$ cat config.mk
export PLATFORM = sky130hd
export DESIGN_NAME = opnd_addr_mod
export DESIGN_NICKNAME = d
export VERILOG_FILES = /design/src/rtl/oam_pkg.sv /design/src/rtl/oam_decode.sv /design/src/rtl/oam_scale.sv /design/src/rtl/oam_limit.sv /design/src/rtl/opnd_addr_mod.sv
export SDC_FILE = /design/constraint.sdc
export NUM_CORES = 1
export LEC_CHECK = 0
export CAP_MARGIN = 20
export CORE_ASPECT_RATIO = 0.75
export CORE_MARGIN = 2
export CORE_UTILIZATION = 40
export CTS_CLUSTER_DIAMETER = 80
export DETAILED_ROUTE_END_ITERATION = 6
export GPL_TIMING_DRIVEN = 0
export PLACE_DENSITY = 0.66
export REMOVE_ABC_BUFFERS = 1
export SLEW_MARGIN = 20
export SYNTH_ARGS = -nofsm -noshare
export SYNTH_HDL_FRONTEND = slang
export SYNTH_SLANG_ARGS = --single-unit
export TNS_END_PERCENT = 10
$ cat constraint.sdc
create_clock -name clk -period 5 [get_ports clk]
set_clock_uncertainty 0.2 [all_clocks]
set_input_delay 0.5 -clock clk [delete_from_list [all_inputs] [get_ports clk]]
set_output_delay 0.5 -clock clk [all_outputs]
set_load 0.05 [all_outputs]
$ cat src/rtl/oam_pkg.sv
package oam_pkg;
  typedef enum logic [2:0] {
    K_VEC  = 3'd0,
    K_STR  = 3'd1,
    K_CODE = 3'd2,
    K_ESC  = 3'd3,
    K_TRAP = 3'd4
  } kind_e;

  localparam logic [1:0] T_VEC  = 2'd0;
  localparam logic [1:0] T_STR  = 2'd1;
  localparam logic [1:0] T_DD   = 2'd2;
  localparam logic [1:0] T_MISC = 2'd3;

  localparam logic [2:0] SZ_BIT   = 3'd0;
  localparam logic [2:0] SZ_BYTE  = 3'd3;
  localparam logic [2:0] SZ_WORD  = 3'd5;
  localparam logic [2:0] SZ_DWORD = 3'd6;
  localparam logic [2:0] SZ_QUAD  = 3'd7;

  localparam logic [5:0] SUB_CODE_CHK = 6'd32;
  localparam logic [5:0] SUB_CODE_FREE = 6'd34;
  localparam logic [5:0] SUB_ESCAPE   = 6'd37;

  typedef struct packed {
    kind_e      kind;
    logic [2:0] size;
    logic       scale_en;
    logic       check_en;
    logic       half_mod;
    logic       align_base;
    logic       align_res;
  } ctl_t;

  function automatic logic size_legal(input logic [2:0] s);
    return (s == SZ_BIT) || (s == SZ_BYTE) || (s == SZ_WORD) ||
           (s == SZ_DWORD) || (s == SZ_QUAD);
  endfunction
endpackage

$ cat src/rtl/oam_decode.sv
module oam_decode
  import oam_pkg::*;
#(
  parameter int ADDR_W  = 32,
  parameter int BOUND_W = 24
) (
  input  logic [8+BOUND_W+ADDR_W-1:0] desc,
  output ctl_t                        ctl,
  output logic [BOUND_W-1:0]          bound,
  output logic [ADDR_W-1:0]           base
);
  localparam int TOP = 8 + BOUND_W + ADDR_W - 1;

  logic [1:0] kind_f;
  logic [2:0] size_f;
  logic       noscale_f;
  logic       nocheck_f;
  logic [5:0] sub_f;

  assign kind_f    = desc[TOP -: 2];
  assign size_f    = desc[TOP-2 -: 3];
  assign noscale_f = desc[TOP-6];
  assign nocheck_f = desc[TOP-7];
  assign sub_f     = desc[TOP-2 -: 6];
  assign bound     = desc[ADDR_W +: BOUND_W];
  assign base      = desc[ADDR_W-1:0];

  always_comb begin
    ctl            = '0;
    ctl.kind       = K_TRAP;
    unique case (kind_f)
      T_VEC, T_DD: begin
        ctl.size = (kind_f == T_DD) ? SZ_DWORD : size_f;
        if (size_legal(ctl.size)) begin
          ctl.kind      = K_VEC;
          ctl.scale_en  = !noscale_f;
          ctl.check_en  = !nocheck_f;
          ctl.align_res = (ctl.size >= SZ_WORD);
        end else begin
          ctl.size = '0;
        end
      end
      T_STR: begin
        if (size_f == SZ_BYTE) begin
          ctl.kind = K_STR;
          ctl.size = SZ_BYTE;
        end
      end
      default: begin
        if (sub_f == SUB_CODE_CHK || sub_f == SUB_CODE_FREE) begin
          ctl.kind       = K_CODE;
          ctl.size       = SZ_WORD;
          ctl.half_mod   = 1'b1;
          ctl.align_base = 1'b1;
          ctl.check_en   = (sub_f == SUB_CODE_CHK);
        end else if (sub_f == SUB_ESCAPE) begin
          ctl.kind       = K_ESC;
          ctl.size       = SZ_WORD;
          ctl.align_base = 1'b1;
        end
      end
    endcase
  end
endmodule

$ cat src/rtl/oam_scale.sv
module oam_scale
  import oam_pkg::*;
#(
  parameter int MOD_W = 32
) (
  input  logic [MOD_W-1:0] mod,
  input  logic [2:0]       size,
  input  logic             scale_en,
  input  logic             half_mod,
  output logic [MOD_W-1:0] offset,
  output logic [2:0]       bit_off
);
  localparam int N_SHL = 3;

  logic [MOD_W-1:0] shl [N_SHL];

  for (genvar i = 0; i < N_SHL; i++) begin : g_shl
    assign shl[i] = mod << (i + 2);
  end

  always_comb begin
    if (half_mod) begin
      offset = mod << 1;
    end else if (!scale_en) begin
      offset = mod;
    end else begin
      unique case (size)
        SZ_BIT:   offset = MOD_W'($signed(mod) >>> 3);
        SZ_WORD:  offset = shl[0];
        SZ_DWORD: offset = shl[1];
        SZ_QUAD:  offset = shl[2];
        default:  offset = mod;
      endcase
    end
    bit_off = (scale_en && !half_mod && size == SZ_BIT) ? mod[2:0] : 3'd0;
  end
endmodule

$ cat src/rtl/oam_limit.sv
module oam_limit #(
  parameter int MOD_W   = 32,
  parameter int BOUND_W = 24
) (
  input  logic [MOD_W-1:0]   mod,
  input  logic [BOUND_W-1:0] bound,
  input  logic               check_en,
  output logic               fault
);
  logic [MOD_W-1:0] bound_ext;
  assign bound_ext = MOD_W'(bound);
  assign fault     = check_en && (mod >= bound_ext);
endmodule

$ cat src/rtl/opnd_addr_mod.sv
module opnd_addr_mod
  import oam_pkg::*;
#(
  parameter int ADDR_W  = 32,
  parameter int BOUND_W = 24
) (
  input  logic                         clk,
  input  logic                         rst_n,
  input  logic                         in_valid,
  output logic                         in_ready,
  input  logic [8+BOUND_W+ADDR_W-1:0]  in_desc,
  input  logic [ADDR_W-1:0]            in_mod,
  output logic                         out_valid,
  input  logic                         out_ready,
  output logic [ADDR_W-1:0]            out_addr,
  output logic [2:0]                   out_bit_off,
  output logic [2:0]                   out_size,
  output logic                         out_bound_fault,
  output logic                         out_escape,
  output logic                         out_trap
);
  ctl_t               ctl;
  logic [BOUND_W-1:0] bound;
  logic [ADDR_W-1:0]  base;
  logic [ADDR_W-1:0]  offset;
  logic [2:0]         bit_off;
  logic               fault;
  logic [ADDR_W-1:0]  base_eff;
  logic [ADDR_W-1:0]  sum;
  logic [ADDR_W-1:0]  addr_nx;
  logic               trap_nx;
  logic               accept;

  oam_decode #(.ADDR_W(ADDR_W), .BOUND_W(BOUND_W)) u_dec (
    .desc  (in_desc),
    .ctl   (ctl),
    .bound (bound),
    .base  (base)
  );

  oam_scale #(.MOD_W(ADDR_W)) u_scl (
    .mod      (in_mod),
    .size     (ctl.size),
    .scale_en (ctl.scale_en),
    .half_mod (ctl.half_mod),
    .offset   (offset),
    .bit_off  (bit_off)
  );

  oam_limit #(.MOD_W(ADDR_W), .BOUND_W(BOUND_W)) u_lim (
    .mod      (in_mod),
    .bound    (bound),
    .check_en (ctl.check_en),
    .fault    (fault)
  );

  assign trap_nx  = (ctl.kind == K_TRAP);
  assign base_eff = ctl.align_base ? {base[ADDR_W-1:2], 2'b00} : base;
  assign sum      = (ctl.kind == K_ESC) ? base_eff : base_eff + offset;

  always_comb begin
    addr_nx = sum;
    if (ctl.align_res) addr_nx[1:0] = 2'b00;
    if (trap_nx)       addr_nx = '0;
  end

  assign in_ready = !out_valid || out_ready;
  assign accept   = in_valid && in_ready;

  always_ff @(posedge clk) begin
    if (!rst_n) begin
      out_valid       <= 1'b0;
      out_addr        <= '0;
      out_bit_off     <= '0;
      out_size        <= '0;
      out_bound_fault <= 1'b0;
      out_escape      <= 1'b0;
      out_trap        <= 1'b0;
    end else if (accept) begin
      out_valid       <= 1'b1;
      out_addr        <= addr_nx;
      out_bit_off     <= trap_nx ? 3'd0 : bit_off;
      out_size        <= trap_nx ? 3'd0 : ctl.size;
      out_bound_fault <= fault && !trap_nx;
      out_escape      <= (ctl.kind == K_ESC);
      out_trap        <= trap_nx;
    end else if (out_ready) begin
      out_valid       <= 1'b0;
    end
  end
endmodule

==> impl_metrics.yaml <==
outcome:
  outcome: "finished with violations"
  violations: "DRC"
cts:
  cts_htree_levels: 2
  clk_latency_ns: 0.29
  cts_tree: "yes"
  clock_path_buffers: 2
  clock_sinks: 42
  holdBufCountCts: 0
  cts-root-buf: "clkbuf_16"
  numCtsBuffers: 5
  cts.clk_slew.worst_paths_ns: 0.08
synth:
  synthCells: 778
  synth_seq_area_share_pct: 15.6
  synth_area_mm2: 0.00540
  yosysUniqueCellTypes: 66
  synth_seq_cells: 42
  synth_edf_count: 0
  yosys.area.top_type: "dfxtp_1"
  synth-simple-area-share_pct: 21.5
  synth_top_family_by_area: "compound AO/OA/AOI/OAI gates"
  synth-compound-area-share_pct: 36.7
  syn_avg_cell_area_um2: 6.93
  ys_top_cells_by_area: "dfxtp_1, ha_1, nand2_1"
  synthArstFlopShare_pct: 0
  yosysWarnings: 0
  synthAdderAreaFrac_pct: 14.7
  yosys.area_share.xor_xnor_pct: 4.38
  synth_mux_area_share_pct: 0.742
  yosysTopAreaCellShare_pct: 15.6
  yosys_most_used_dff: "dfxtp_1"
setup_path:
  reg2reg_to: "out_addr[1]"
  worstPathRequired_ns: 4.99
  worstRegToRegCells: 7
  critPathLaunchType: "input pin"
  critPathCaptureType: "flip-flop"
  arrival_ns: 4.81
  rr_startpoint: "out_valid"
  r2r_slack_ns: 1.68
  worstPathCellList: "clkdlybuf4s15_1 > nand3b_1 > a21oi_4 > a222oi_1 > a21oi_1 > a21oi_1 > o21ai_1 > ha_1 > a21oi_1 > o21ai_0 > a211o_1 > a41o_1 > a21o_1 > a41o_1 > nor4b_1 > or3_1"
  cp_num_buf_inv: 1
  path_delay_family: "compound AO/OA/AOI/OAI gates"
  cp_max_fo: 15
  cp_common_cell: "a21oi_1"
  critPathMaxStageDelay_ns: 0.48
  path_class: "input pin to flip-flop"
  critical_path.slowest_cell: "a21oi_4"
detailed_routing:
  wire_per_inst_um: 18.1
  dr.pass1.iters: 7
  routed_wl_um: 19300
  drt_iter0_markers: 604
  num_vias: 6357
  ant_nets: 0
  avgViaCountPerCell: 5.95
  drc_errors: 8
place:
  portBuffers: 142
  pre_cts_ws_ns: -0.985
  gp_congestion: 0.916
  dp_hpwl_um: 14500
floorplanning:
  die_h_um: 105
  start_util_pct: 41.3
  fp.dieArea_mm2: 0.0144
  ios: 143
  num_rows: 36
  die_x_um: 138
  coreArea_mm2: 0.0131
hold_path:
  holdCritStartpoint: "out_addr[31]"
  holdCritPathClass: "flip-flop to flip-flop"
  worstHoldEndpoint: "out_addr[31]"
  hold_depth: 2
cells_and_area:
  final_cell_mix: "clkdlybuf4s50_1, nand2_1, a21oi_1"
  area_delta_synth_final_pct: 36.3
  n_antenna_cell: 0
  layout_commonest_cell: "clkdlybuf4s50_1"
  nNetsFinal: 1060
  drive_above_1_share_pct: 8.02
global_route:
  grt_usage_pct: 24.9
  grt_pass1_vias: 5582
  grtUsageMet3_pct: 4.45
  met2_usage_pct: 35.0
  busiest_layer: "met1"
  antenna_found_initial: 0
  grt_overflow: 0
  grt_start_max_net_pins: 42
  grt_pass1_wl_um: 29600
  use_met1_pct: 39.4
timing:
  fmaxAchievable_mhz: 207
  finalHoldViolations: 0
  slew_headroom_pct: 43.8
  setup_violations: 0
  worst_pin_slew_ns: 0.842
  hold_ws_ns: 0.246
  layout_min_cycle_time_ns: 4.82
  setup_slack_ns: 0.181
  drv_slew: 0
  period_share_pct: 96.4
pwr:
  power_density_mw_per_mm2: 212
  vdd_drop_max_mv: 0.142
  power_leakage_uw: 0.00299
job:
  maxCapViolCount: 0
==> metal layers <==
metal | vias up | wire length (µm)
li1 | 3116 | -
met1 | 2900 | 9710
met2 | 321 | 7720
met3 | 20 | 1730
met4 | 0 | 190
met5 | - | 0
==> kinds of logic after synthesis <==
logic type               count (synthesis)
AO/OA/AOI/OAI                          310
adder cells (fa/ha/maj)                 63
buffers and inverters                   83
flip-flops                              42
XOR/XNOR                                27
AND/OR/NAND/NOR                        249
multiplexers                             4
==> registers in the layout, summed over array words and instances, names as in the netlist <==
| name | count |
|---|---|
| out_valid | 1 |
| out_bit_off | 3 |
| out_bound_fault | 1 |
| out_size | 3 |
| out_addr | 32 |
| out_trap | 1 |
| out_escape | 1 |
==> cells in the mapped netlist, drive strengths merged (2+ instances only) <==
| library cell | n |
|---|---|
| a21oi | 96 |
| nand2 | 133 |
| inv | 33 |
| a21boi | 4 |
| nand3b | 2 |
| o211ai | 4 |
| nor2 | 27 |
| a221oi | 2 |
| ha | 62 |
| a211o | 3 |
| xor2 | 14 |
| nor3 | 10 |
| o31ai | 2 |
| a41o | 3 |
| buf | 8 |
| and3 | 10 |
| a41oi | 2 |
| a22o | 3 |
| nor4b | 2 |
| mux2i | 4 |
| clkbuf | 42 |
| nand3 | 7 |
| a21o | 20 |
| nor2b | 22 |
| or3 | 3 |
| o41ai | 3 |
| nand4 | 4 |
| o21ai | 91 |
| nand2b | 8 |
| and2 | 15 |
| o2111ai | 2 |
| a222oi | 28 |
| o31a | 4 |
| a211oi | 3 |
| a31oi | 12 |
| a32oi | 2 |
| xnor2 | 13 |
| dfxtp | 42 |
| a22oi | 18 |
| o21bai | 2 |
==> tightest hold or removal path: cells and delay by family, from the launching register on <==
| kind | cells | cell delay, ns |
|---|---|---|
| flip-flops | 1 | 0.31 |
| AO/OA/AOI/OAI | 1 | 0.05 |
| AND/OR/NAND/NOR | 1 | 0.05 |
==> worst max path at each step <==
| stage | startpoint | endpoint | depth (start not counted) |
|---|---|---|---|
| after global routing | in_desc[59] | out_addr[30] | 20 |
| final | in_desc[59] | out_addr[30] | 16 |
| after detailed placement | in_desc[59] | out_addr[30] | 17 |
| after CTS | in_desc[56] | out_addr[30] | 20 |
| after floorplan | in_desc[56] | out_addr[30] | 13 |
| after global placement | in_desc[60] | out_addr[30] | 14 |
==> power breakdown <==
part           switching [µW]  internal (µW)  leakage [µW]
logic                     487            342       0.00258
clock network             168            188     0.0000664
registers                13.1            359      0.000342
==> final cells by class <==
| class | count | area (µm²) |
|---|---|---|
| timing repair buffer | 160 | 1600 |
| clock buffer | 5 | 125 |
| multi-input combinational | 655 | 4420 |
| clock inverter | 3 | 23.8 |
| fill | 1211 | 5710 |
| inverter | 33 | 124 |
| tap | 171 | 214 |
| sequential | 42 | 841 |
==> what timing repair did <==
action,CTS,global route
buffers inserted,3,8
pin swaps,2,8
cloned,0,2
resized for setup,38,30
endpoints found under the hold margin,0,0
endpoints found under the setup margin,18,14
==> per-stage QoR <==
stage          cells  power, µW  util, %  setup TNS [ns]  cell area (µm²)
2_1_floorplan    728        872        -          -36.33             5170
3_3_place_gp    1041       1150     52.1         -105.69             6810
3_5_place_dp    1048       1160     53.2          -11.00             6950
4_1_cts         1059       1530     55.2               0             7200
5_1_grt         1069       1650     56.3         -0.0351             7350
6_report        1069       1560     56.3               0             7350
(Power assumes the default switching activity.)
